==> src/rtl/psv_pkg.sv <==
package psv_pkg;
  localparam int NUM_FAULTS = 8;
  localparam int NUM_TIMED  = 4;

  // timed fault indices inside the mask datapath
  localparam int TI_VINOV = 0;
  localparam int TI_VINUV = 1;
  localparam int TI_OC1   = 2;
  localparam int TI_OC2   = 3;

  // held-fault bit positions; code = position + 1, lower position wins
  localparam int FB_OTEMP  = 0;
  localparam int FB_VINOV  = 1;
  localparam int FB_VINUV  = 2;
  localparam int FB_OC1    = 3;
  localparam int FB_OC2    = 4;
  localparam int FB_UV1    = 5;
  localparam int FB_UV2    = 6;
  localparam int FB_VOUTOV = 7;

  localparam logic [NUM_FAULTS-1:0] LATCHED_SET = 8'b0111_1000;

  typedef struct packed {
    logic clrTimers;
  } ctrlStrobe_t;
endpackage

==> src/rtl/psv_mask_timers.sv <==
module psv_mask_timers
  import psv_pkg::*;
#(
  parameter int TICK_DIV   = 50,
  parameter int VINOV_MASK = 5000,
  parameter int VINUV_MASK = 32,
  parameter int OC_MASK    = 4000
) (
  input  logic                 clk,
  input  logic                 rst_n,
  input  ctrlStrobe_t          strobe,
  input  logic [NUM_TIMED-1:0] flags,
  output logic [NUM_TIMED-1:0] expired
);
  localparam int MAXM = (VINOV_MASK > OC_MASK) ?
                        ((VINOV_MASK > VINUV_MASK) ? VINOV_MASK : VINUV_MASK) :
                        ((OC_MASK > VINUV_MASK) ? OC_MASK : VINUV_MASK);
  localparam int MW = $clog2(MAXM + 1);
  localparam int PW = (TICK_DIV > 2) ? $clog2(TICK_DIV) : 1;

  logic [PW-1:0] prescCnt;
  logic          tick;

  assign tick = (prescCnt == PW'(TICK_DIV - 1));

  always_ff @(posedge clk or negedge rst_n) begin
    if (!rst_n)    prescCnt <= '0;
    else if (tick) prescCnt <= '0;
    else           prescCnt <= prescCnt + PW'(1);
  end

  for (genvar i = 0; i < NUM_TIMED; i++) begin : g_mask
    localparam int LIM = (i == TI_VINOV) ? VINOV_MASK :
                         (i == TI_VINUV) ? VINUV_MASK : OC_MASK;
    logic [MW-1:0] cnt;

    always_ff @(posedge clk or negedge rst_n) begin
      if (!rst_n)                               cnt <= '0;
      else if (strobe.clrTimers || !flags[i])   cnt <= '0;
      else if (tick && (cnt != MW'(LIM)))       cnt <= cnt + MW'(1);
    end

    assign expired[i] = (cnt == MW'(LIM));
  end
endmodule

==> src/rtl/psv_fault_ctrl.sv <==
module psv_fault_ctrl
  import psv_pkg::*;
(
  input  logic                  clk,
  input  logic                  rst_n,
  input  logic                  enable,
  input  logic                  supplyReset,
  input  logic                  vinUnder,
  input  logic                  vinOver,
  input  logic                  oc1Flag,
  input  logic                  oc2Flag,
  input  logic                  uv1Flag,
  input  logic                  uv2Flag,
  input  logic                  vout1Ov,
  input  logic                  otFlag,
  input  logic                  tempRecovered,
  input  logic                  ss1Active,
  input  logic                  ss2Active,
  input  logic [NUM_TIMED-1:0]  expired,
  output ctrlStrobe_t           strobe,
  output logic [NUM_FAULTS-1:0] held,
  output logic [3:0]            code
);
  logic [NUM_FAULTS-1:0] trip, keep, heldNext;
  logic [3:0]            firstCode;

  assign strobe.clrTimers = supplyReset;

  always_comb begin
    trip = '0;
    trip[FB_OTEMP]  = otFlag;
    trip[FB_VINOV]  = vinOver  & expired[TI_VINOV];
    trip[FB_VINUV]  = vinUnder & expired[TI_VINUV];
    trip[FB_OC1]    = oc1Flag  & expired[TI_OC1];
    trip[FB_OC2]    = oc2Flag  & expired[TI_OC2];
    trip[FB_UV1]    = uv1Flag  & ~ss1Active;
    trip[FB_UV2]    = uv2Flag  & ~ss2Active;
    trip[FB_VOUTOV] = vout1Ov;

    keep = '0;
    keep[FB_OTEMP]  = ~(enable & tempRecovered & ~otFlag);
    keep[FB_VINOV]  = vinOver;
    keep[FB_VINUV]  = vinUnder | ~enable;
    keep[FB_VOUTOV] = vout1Ov;
  end

  for (genvar i = 0; i < NUM_FAULTS; i++) begin : g_rule
    if (LATCHED_SET[i]) begin : g_latched
      assign heldNext[i] = ~supplyReset & enable & (trip[i] | held[i]);
    end else begin : g_auto
      assign heldNext[i] = ~supplyReset & (trip[i] | (held[i] & keep[i]));
    end
  end

  always_comb begin
    firstCode = 4'd0;
    for (int i = NUM_FAULTS - 1; i >= 0; i--) begin
      if (heldNext[i]) firstCode = 4'(i + 1);
    end
  end

  always_ff @(posedge clk or negedge rst_n) begin
    if (!rst_n) begin
      held <= '0;
      code <= 4'd0;
    end else begin
      held <= heldNext;
      if (heldNext == '0)  code <= 4'd0;
      else if (held == '0) code <= firstCode;
    end
  end
endmodule

==> src/rtl/psv_top.sv <==
module psv_top
  import psv_pkg::*;
#(
  parameter int TICK_DIV   = 50,
  parameter int VINOV_MASK = 5000,
  parameter int VINUV_MASK = 32,
  parameter int OC_MASK    = 4000
) (
  input  logic       clk,
  input  logic       rst_n,
  input  logic       enable,
  input  logic       supplyReset,
  input  logic       vinUnder,
  input  logic       vinOver,
  input  logic       oc1Flag,
  input  logic       oc2Flag,
  input  logic       uv1Flag,
  input  logic       uv2Flag,
  input  logic       vout1Ov,
  input  logic       otFlag,
  input  logic       tempRecovered,
  input  logic       ss1Active,
  input  logic       ss2Active,
  output logic       shutdownReq,
  output logic       faultActive,
  output logic [3:0] faultCode
);
  ctrlStrobe_t           strobe;
  logic [NUM_TIMED-1:0]  expired, timedFlags;
  logic [NUM_FAULTS-1:0] held;

  always_comb begin
    timedFlags = '0;
    timedFlags[TI_VINOV] = vinOver;
    timedFlags[TI_VINUV] = vinUnder;
    timedFlags[TI_OC1]   = oc1Flag;
    timedFlags[TI_OC2]   = oc2Flag;
  end

  psv_mask_timers #(
    .TICK_DIV(TICK_DIV), .VINOV_MASK(VINOV_MASK),
    .VINUV_MASK(VINUV_MASK), .OC_MASK(OC_MASK)
  ) u_timers (
    .clk(clk), .rst_n(rst_n), .strobe(strobe),
    .flags(timedFlags), .expired(expired)
  );

  psv_fault_ctrl u_ctrl (
    .clk(clk), .rst_n(rst_n), .enable(enable), .supplyReset(supplyReset),
    .vinUnder(vinUnder), .vinOver(vinOver), .oc1Flag(oc1Flag), .oc2Flag(oc2Flag),
    .uv1Flag(uv1Flag), .uv2Flag(uv2Flag), .vout1Ov(vout1Ov), .otFlag(otFlag),
    .tempRecovered(tempRecovered), .ss1Active(ss1Active), .ss2Active(ss2Active),
    .expired(expired), .strobe(strobe), .held(held), .code(faultCode)
  );

  assign faultActive = |held;
  assign shutdownReq = faultActive | ~enable | supplyReset;
endmodule

==> config.mk <==
export PLATFORM = sky130hd
export DESIGN_NAME = psv_top
export DESIGN_NICKNAME = d
export VERILOG_FILES = /design/src/rtl/psv_pkg.sv /design/src/rtl/psv_mask_timers.sv /design/src/rtl/psv_fault_ctrl.sv /design/src/rtl/psv_top.sv
export SDC_FILE = /design/constraint.sdc
export NUM_CORES = 1
export LEC_CHECK = 0
export BUFFER_PORTS_ARGS = -buffer_cell sky130_fd_sc_hd__buf_2
export CORE_AREA = 2 2 104 106
export CTS_CLUSTER_SIZE = 10
export DETAILED_ROUTE_END_ITERATION = 8
export DIE_AREA = 0 0 106 108
export HOLD_SLACK_MARGIN = 0.1
export SKIP_LAST_GASP = 1
export SLEW_MARGIN = 20
export SYNTH_ARGS = -nofsm -noshare
export SYNTH_HDL_FRONTEND = slang
export SYNTH_HIERARCHICAL = 1
export SYNTH_SLANG_ARGS = --single-unit
==> constraint.sdc <==
create_clock -name clk -period 3.1 [get_ports clk]
set_input_delay 0.465 -clock clk [delete_from_list [all_inputs] [get_ports clk]]
set_output_delay 0.465 -clock clk [all_outputs]
set_load 0.02 [all_outputs]
==> metrics.txt, run 1 <==
post-DR wirelength/cell between 10 and 15 µm; root buffer cell clkbuf_8; status completed; Hold Buf Count CTS 0; Synth Cell Area about 4000 µm²; Place WS slightly below 0.8 ns; CP required 3.38 ns; R2R Path Start u_timers/prescCnt[1]; Die Ht 108 µm; Fin. Hold Viols 0; cell taking the most area after synthesis dfrtp_1; Post-synth EDFFs 0; vias in the first global route between 3000 and 4000; drt drc 0; Final ANT Viol Nets 0; postcts setup bufs 0; RePlAce Congestion between 0.8 and 0.9; hold crit path type in2async; final worst-path cycle share between 70% and 80%; Synth cell types 64; Syn Nets between 400 and 500; Worst Setup EP u_timers/g_mask[2].cnt[11]; area of the multi-input gates about 2100 µm²; initial DRC count between 150 and 200; Top Metal Used met4; FMAX 428 MHz; drt via density around 5.5; Synth warnings 6; RSZ-0062 raised after global routing false; worst-case clock buffer depth 2; worst-margin pin slew between 0.8 and 0.9 ns; Worst R2R Setup Slack around 0.76 ns; # fillers between 900 and 1000; metal3 WL roughly 200 µm; number of max-cap violations 0; Design Area, Final 4480 µm²; sequential fraction of the synthesis area 43.7%; die width 106 µm; Power Total 1.86 mW; Cells after Synth 420; WL met2 slightly above 4 mm; clock sink total 70; clock tree from TritonCTS done; routed via count approximately 3200; area delta synth->final 11.6%; worst-path maximum fanout 19; CTS buffer count 9; Yosys top cell area share between 40% and 50%; GRT Residual Overflow 0; placed cell area between 4000 and 5000 µm²; DRT Pass-1 Iters 4; DRT met1 WL between 4 and 5 mm; minimum clock period after layout between 2 and 2.5 ns; Boundary Pins 21; Syn Area/Cell between 9 and 10 µm²; max-slew violation count 0; Die Area between 10000 and 15000 µm²; final core utilization about 44%; count of cells resized by post-cts repair 0; first-pass GRT wire length around 15 mm; # diodes 0; post-route setup slack ~0.76 ns; Main synth FF type dfrtp_1; worst reg2reg path depth 6; register area 1750 µm²; Initial Utilization between 30% and 40%; pwr dens around 420 nW/µm²; Setup crit start kind flip-flop; Setup TNS 0 ns; layout cell share with drive strength beyond 1 14.5%; PortBufs 20; Relative slew margins approximately 44%; row count 37; Critical Path Source u_timers/prescCnt[1]; top post-synthesis cells by area dfrtp_1 44%, nand3_1 3.9%, xnor2_1 3.7%; CTS clk-pin slew, worst paths around 0.08 ns; IR drop worst, VDD about 0.00020 V; Routed WL roughly 8.6 mm; Nets around 470; Async SR Flop Fraction 100%; total track usage between 10% and 20%; Setup CP Type reg2reg; hpwl dp about 6.2 mm; Pleak between 1.5 and 2 nW; H-tree Lvls 3; later-pin clock latency in the skew report ~0.36 ns; core area 10200 µm²; Setup violations, final 0; Worst R2R End u_timers/g_mask[2].cnt[11]; clock skew ~0.011 ns; worst path arrival time 2.62 ns; number of antenna violations at the first check in global routing 0; Synth Register Bits 70; largest net degree at the start of global routing 37; Crit. End Element flip-flop
[cells in the final DEF (no fill, tap or decap), drive strengths merged, types with 5 or more instances in the layout]
cell and count:
a21oi 26, buf 24, clkbuf 10, dfrtp 70, ha 10, inv 23, nand2 25, nand2b 12
nand3 31, nand4 12, nor2 34, nor2b 6, nor3 9, nor4 16, nor4b 5, o21ai 20
o31ai 7, or3 10, or4 15, xnor2 17, xor2 7
[synth_stat cells (3+ instances only)]
cell type  instances
dfrtp_1           70
nor2_1            34
nand3_1           31
a21oi_1           26
nand2_1           25
inv_1             22
o21ai_0           19
xnor2_1           17
or4_1             15
nor4_1            14
nand4_1           11
ha_1              10
or3_1             10
nor3_1             9
clkbuf_1           8
nand2b_1           8
o31ai_1            7
xor2_1             7
nor4b_1            5
and3_1             4
nand4b_1           4
o211ai_1           4
nand3b_1           3
nor2b_1            3
nor4bb_1           3
[logic make-up after synthesis]
family                   share of synthesized area (%)
multiplexers                                     0.250
buffers and inverters                             3.87
AND/OR/NAND/NOR                                   29.8
flip-flops                                        43.7
adder cells (fa/ha/maj)                           3.12
XOR/XNOR                                          5.24
AO/OA/AOI/OAI                                     14.1
[critical path, cell delays in order, from the launching register on]
cell and delay (ns):
dfrtp_1 0.40, inv_1 0.07, ha_1 0.25, nand2b_4 0.18
or4_1 0.68, or4_1 0.52, a21oi_1 0.15
[state kept, by name, indices dropped and copies added (netlist names)]
name                 flops
u_ctrl/code              4
u_ctrl/held              8
u_timers/g_mask.cnt     52
u_timers/prescCnt        6
[metrics by stage]
stage                     cells  hold slack, ns
after floorplan             420           0.169
after global placement      567           0.471
after detailed placement    567           0.493
after CTS                   583           0.230
after global routing        583           0.273
final                       583           0.208
[power breakdown]
| group | switching [mW] | internal (mW) |
|---|---|---|
| logic | 0.0730 | 0.0402 |
| clock network | 0.353 | 0.472 |
| registers | 0.00611 | 0.920 |
| total | 0.432 | 1.43 |
[routing by layer]
metal  vias to the layer above  GRT usage (%)
met5                         -              0
met4                         0           6.39
met3                         9           4.28
met2                        28           26.1
met1                      1565           21.9
li1                       1600              -
[worst min-delay path by stage]
stage	start	end	slack (ns)	depth (start not counted)
final	rst_n	u_timers/g_mask[1].cnt[3]	0.21	1
after global routing	rst_n	u_timers/g_mask[1].cnt[3]	0.27	1
after CTS	rst_n	u_timers/g_mask[2].cnt[1]	0.23	1
after detailed placement	u_timers/prescCnt[0]	u_timers/prescCnt[0]	0.49	1
after global placement	u_timers/prescCnt[0]	u_timers/prescCnt[0]	0.47	1
after floorplan	rst_n	u_ctrl/code[0]	0.17	0
[cell type report]
| type | instances | share of cell area, % |
|---|---|---|
| repair buffers | 24 | 3.19 |
| inverters | 23 | 1.93 |
| multi-input cells | 314 | 47.0 |
| flip-flops and latches | 70 | 39.1 |
| well taps | 136 | 3.80 |
| clock inverters | 6 | 1.90 |
| clock buffers | 10 | 3.07 |
No activity file was read; power rests on OpenSTA's default activity.
==> run 2: changes to the inputs <==
--- a/config.mk
+++ b/config.mk
@@ -5,11 +5,12 @@
 export SDC_FILE = /design/constraint.sdc
 export NUM_CORES = 1
 export LEC_CHECK = 0
+export ABC_AREA = 1
 export BUFFER_PORTS_ARGS = -buffer_cell sky130_fd_sc_hd__buf_2
-export CORE_AREA = 2 2 104 106
+export CORE_AREA = 2 2 112 114
 export CTS_CLUSTER_SIZE = 10
 export DETAILED_ROUTE_END_ITERATION = 8
-export DIE_AREA = 0 0 106 108
+export DIE_AREA = 0 0 114 116
 export HOLD_SLACK_MARGIN = 0.1
 export SKIP_LAST_GASP = 1
 export SLEW_MARGIN = 20
==> constraint.sdc (replaced) <==
create_clock -name clk -period 2.3 [get_ports clk]
set_input_delay 0.345 -clock clk [delete_from_list [all_inputs] [get_ports clk]]
set_output_delay 0.345 -clock clk [all_outputs]
set_load 0.02 [all_outputs]
==> metrics.txt, run 2 <==
layout cell share with drive strength beyond 1 between 15 and 20%; Boundary Pins 21; final worst-path cycle share 79.9%; commonest cells in the netlist 210 x nand2_1, 84 x nor2_1, 83 x inv_1; CTS buffer count 9; Cells after Synth between 600 and 700; DRT Pass-1 Iters 5; Relative slew margins between 40 and 50%; R2R Path Start u_timers/g_mask[0].cnt[0]; commonest non-fill, non-tap cells in the layout 210 x nand2_1, 84 x nor2_1, 83 x inv_1, 70 x dfrtp_1, 64 x nand3_1; CTS clk-pin slew, worst paths approximately 0.06 ns; number of max-cap violations 0; Top Usage Layer GRT met2; Die Ht around 120 µm; Die Area 13200 µm²; cell taking the most area after synthesis dfrtp_1; CP bufs+invs 2; later-pin clock latency in the skew report approximately 0.33 ns; H-tree Lvls 3; Yosys top cell area share 37.2%; most common cell after layout, fill and taps aside nand2_1; Slowest-stage cell, CP dfrtp_1; routed via count 4079; number of antenna violations at the first check in global routing 0; Largest Register u_timers/g_mask.cnt; Synth warnings 6; Routed WL ~10 mm; RePlAce Congestion just under 0.9; Setup TNS 0 ns; vias in the first global route approximately 4000; Crit path max-delay family simple AND/OR/NAND/NOR gates; Crit. End Element flip-flop; postcts setup bufs 0; Initial Utilization approximately two fifths; worst path arrival time 2.05 ns; Gate power share under 10%; first-pass GRT wire length about 18 mm; top post-synthesis cells by area dfrtp_1 37%, nand2_1 17%, nand3_1 6.8%; Pleak 2.65 nW; Hold Buf Count CTS 0; core area approximately 12000 µm²; area delta synth->final 11.4%; worst reg2reg path depth 13; most common cell in the netlist nand2_1; Fin. Hold Viols 0; Syn Area/Cell 7.10 µm²; Worst Setup EP u_ctrl/code[2]; post-DR wirelength/cell 12.1 µm; hold crit path type in2async; drt via density a little under 5; Async SR Flop Fraction 100%; count of cells resized by post-cts repair 0; Switching Power approximately 0.66 mW; clock tree from TritonCTS done; Final ANT Viol Nets 0; Worst R2R Setup Slack around 0.46 ns; FMAX ~540 MHz; Post-synth EDFFs 0; IR drop worst, VDD roughly 0.00042 V; root buffer cell clkbuf_16; pwr dens roughly 560 nW/µm²; Synth cell types 34; Main synth FF type dfrtp_1; initial DRC count 280; Sw Share roughly 22%; worst-case clock buffer depth 2; met1 Usage GRT around a fifth; Synth Cell Area approximately 4700 µm²; GRT Residual Overflow 0; max reg flops 52; Crit path depth 13; row count 40; worst-margin pin slew ~0.9 ns; die width ~110 µm; RSZ-0062 raised after global routing false; PortBufs 20; GR Layer Usage met2 29.0%; Critical Path Max Stage Delay ~0.43 ns; Setup CP Type reg2reg; sequential fraction of the synthesis area between 30% and 40%; Worst R2R End u_ctrl/code[2]; max-slew violation count 0; crit path cell chain inv_1, ha_1, nand2_1, nor2_1, nand3_2, inv_1, or2_1, nand3_2, nand2_2, nor2_4, nand3_4, nand3_1, o21ai_1; total internal power 2.27 mW; # fillers 1205; clock skew 0.00465 ns; biggest regs u_timers/g_mask.cnt (52), u_ctrl/held (8), u_timers/prescCnt (6); largest net degree at the start of global routing 71; clock sink total 70; total track usage 16.9%; Synth Register Bits 70; clock network fraction of total power about half; Syn Nets ~690; drt drc 0; minimum clock period after layout 1.84 ns; Critical Path Source u_timers/g_mask[0].cnt[0]; Power Total 2.93 mW; hpwl dp ~7.4 mm; Setup violations, final 0; Nets between 700 and 800; worst-path maximum fanout 6; status completed; GR Util met3 ~4.8%; Setup crit start kind flip-flop; # diodes 0; CP required roughly 2.5 ns; Reg power frac 42.9%
==> run 2: changes by cell type after synthesis, sizes merged, moves of 10 or more <==
cell / change
a21oi: -19
inv: +72
nand2: +202
nand2b: -12
nand3: +40
nor2: +63
nor4: -16
o21ai: +12
or3: -10
or4: -15
xnor2: -17
xor2: +12
==> run 2: cell type report <==
class | count | area (µm²) | share of cell area (%)
clock buffer | 12 | 246 | 4.71
inverter | 97 | 379 | 7.24
multi-input combinational | 487 | 2480 | 47.4
sequential | 70 | 1750 | 33.4
timing repair buffer | 23 | 125 | 2.39
tap | 147 | 184 | 3.51
clock inverter | 4 | 70.1 | 1.34
==> run 2: cells by family after synthesis <==
| group | Yosys count | share of synthesized area [%] |
|---|---|---|
| AOI/OAI and AO/OA | 40 | 6.15 |
| xor gates and xnor gates | 19 | 3.54 |
| adders and majority gates | 10 | 2.66 |
| buffers and inverters | 105 | 10.0 |
| DFF | 70 | 37.2 |
| and+or+nand+nor | 418 | 40.4 |
==> run 2: worst min path at each step <==
stage	from	end	slack, ns	cells after the start
2_1_floorplan	rst_n	u_ctrl/code[0]	0.05	0
3_3_place_gp	u_timers/g_mask[3].cnt[12]	u_timers/g_mask[3].cnt[12]	0.46	2
3_5_place_dp	u_timers/g_mask[3].cnt[12]	u_timers/g_mask[3].cnt[12]	0.47	2
4_1_cts	rst_n	u_timers/g_mask[3].cnt[10]	0.19	1
5_1_grt	rst_n	u_timers/g_mask[3].cnt[10]	0.24	1
6_report	rst_n	u_timers/g_mask[3].cnt[10]	0.14	1
==> run 2: power by group through the flow <==
stage / logic, mW / clock network (mW) / registers [mW]
floorplan: 0.0927 / 0 / 1.29
CTS: 0.180 / 1.55 / 1.26
global placement: 0.178 / 0 / 1.28
finish: 0.174 / 1.50 / 1.26
global route: 0.201 / 1.60 / 1.26
detailed placement: 0.179 / 0 / 1.28
==> run 2: per-stage QoR <==
stage               utilization [%]  hold WS (ns)  cell area (µm²)  setup slack, ns  cells
floorplan                         -        0.0494             4700            0.628    662
finish                         44.0         0.143             5240            0.462    840
global route                   44.0         0.236             5240            0.267    840
global placement               41.3         0.462             4920            0.546    824
CTS                            44.0         0.187             5240            0.478    840
detailed placement             41.3         0.473             4920            0.481    824
==> run 2: layer usage <==
layer | share of wire, % | vias up
met1 | 47 | 1902
met5 | 0 | -
li1 | - | 2110
met3 | 3.7 | 4
met2 | 48 | 63
met4 | 0.59 | 0
==> run 2: worst reg2reg max path, cell delays in order (launching register included) <==
cell,delay [ns]
dfrtp_1,0.43
inv_1,0.08
ha_1,0.20
nand2_1,0.05
nor2_1,0.05
nand3_2,0.11
inv_1,0.04
or2_1,0.23
nand3_2,0.09
nand2_2,0.07
nor2_4,0.12
nand3_4,0.10
nand3_1,0.09
o21ai_1,0.06
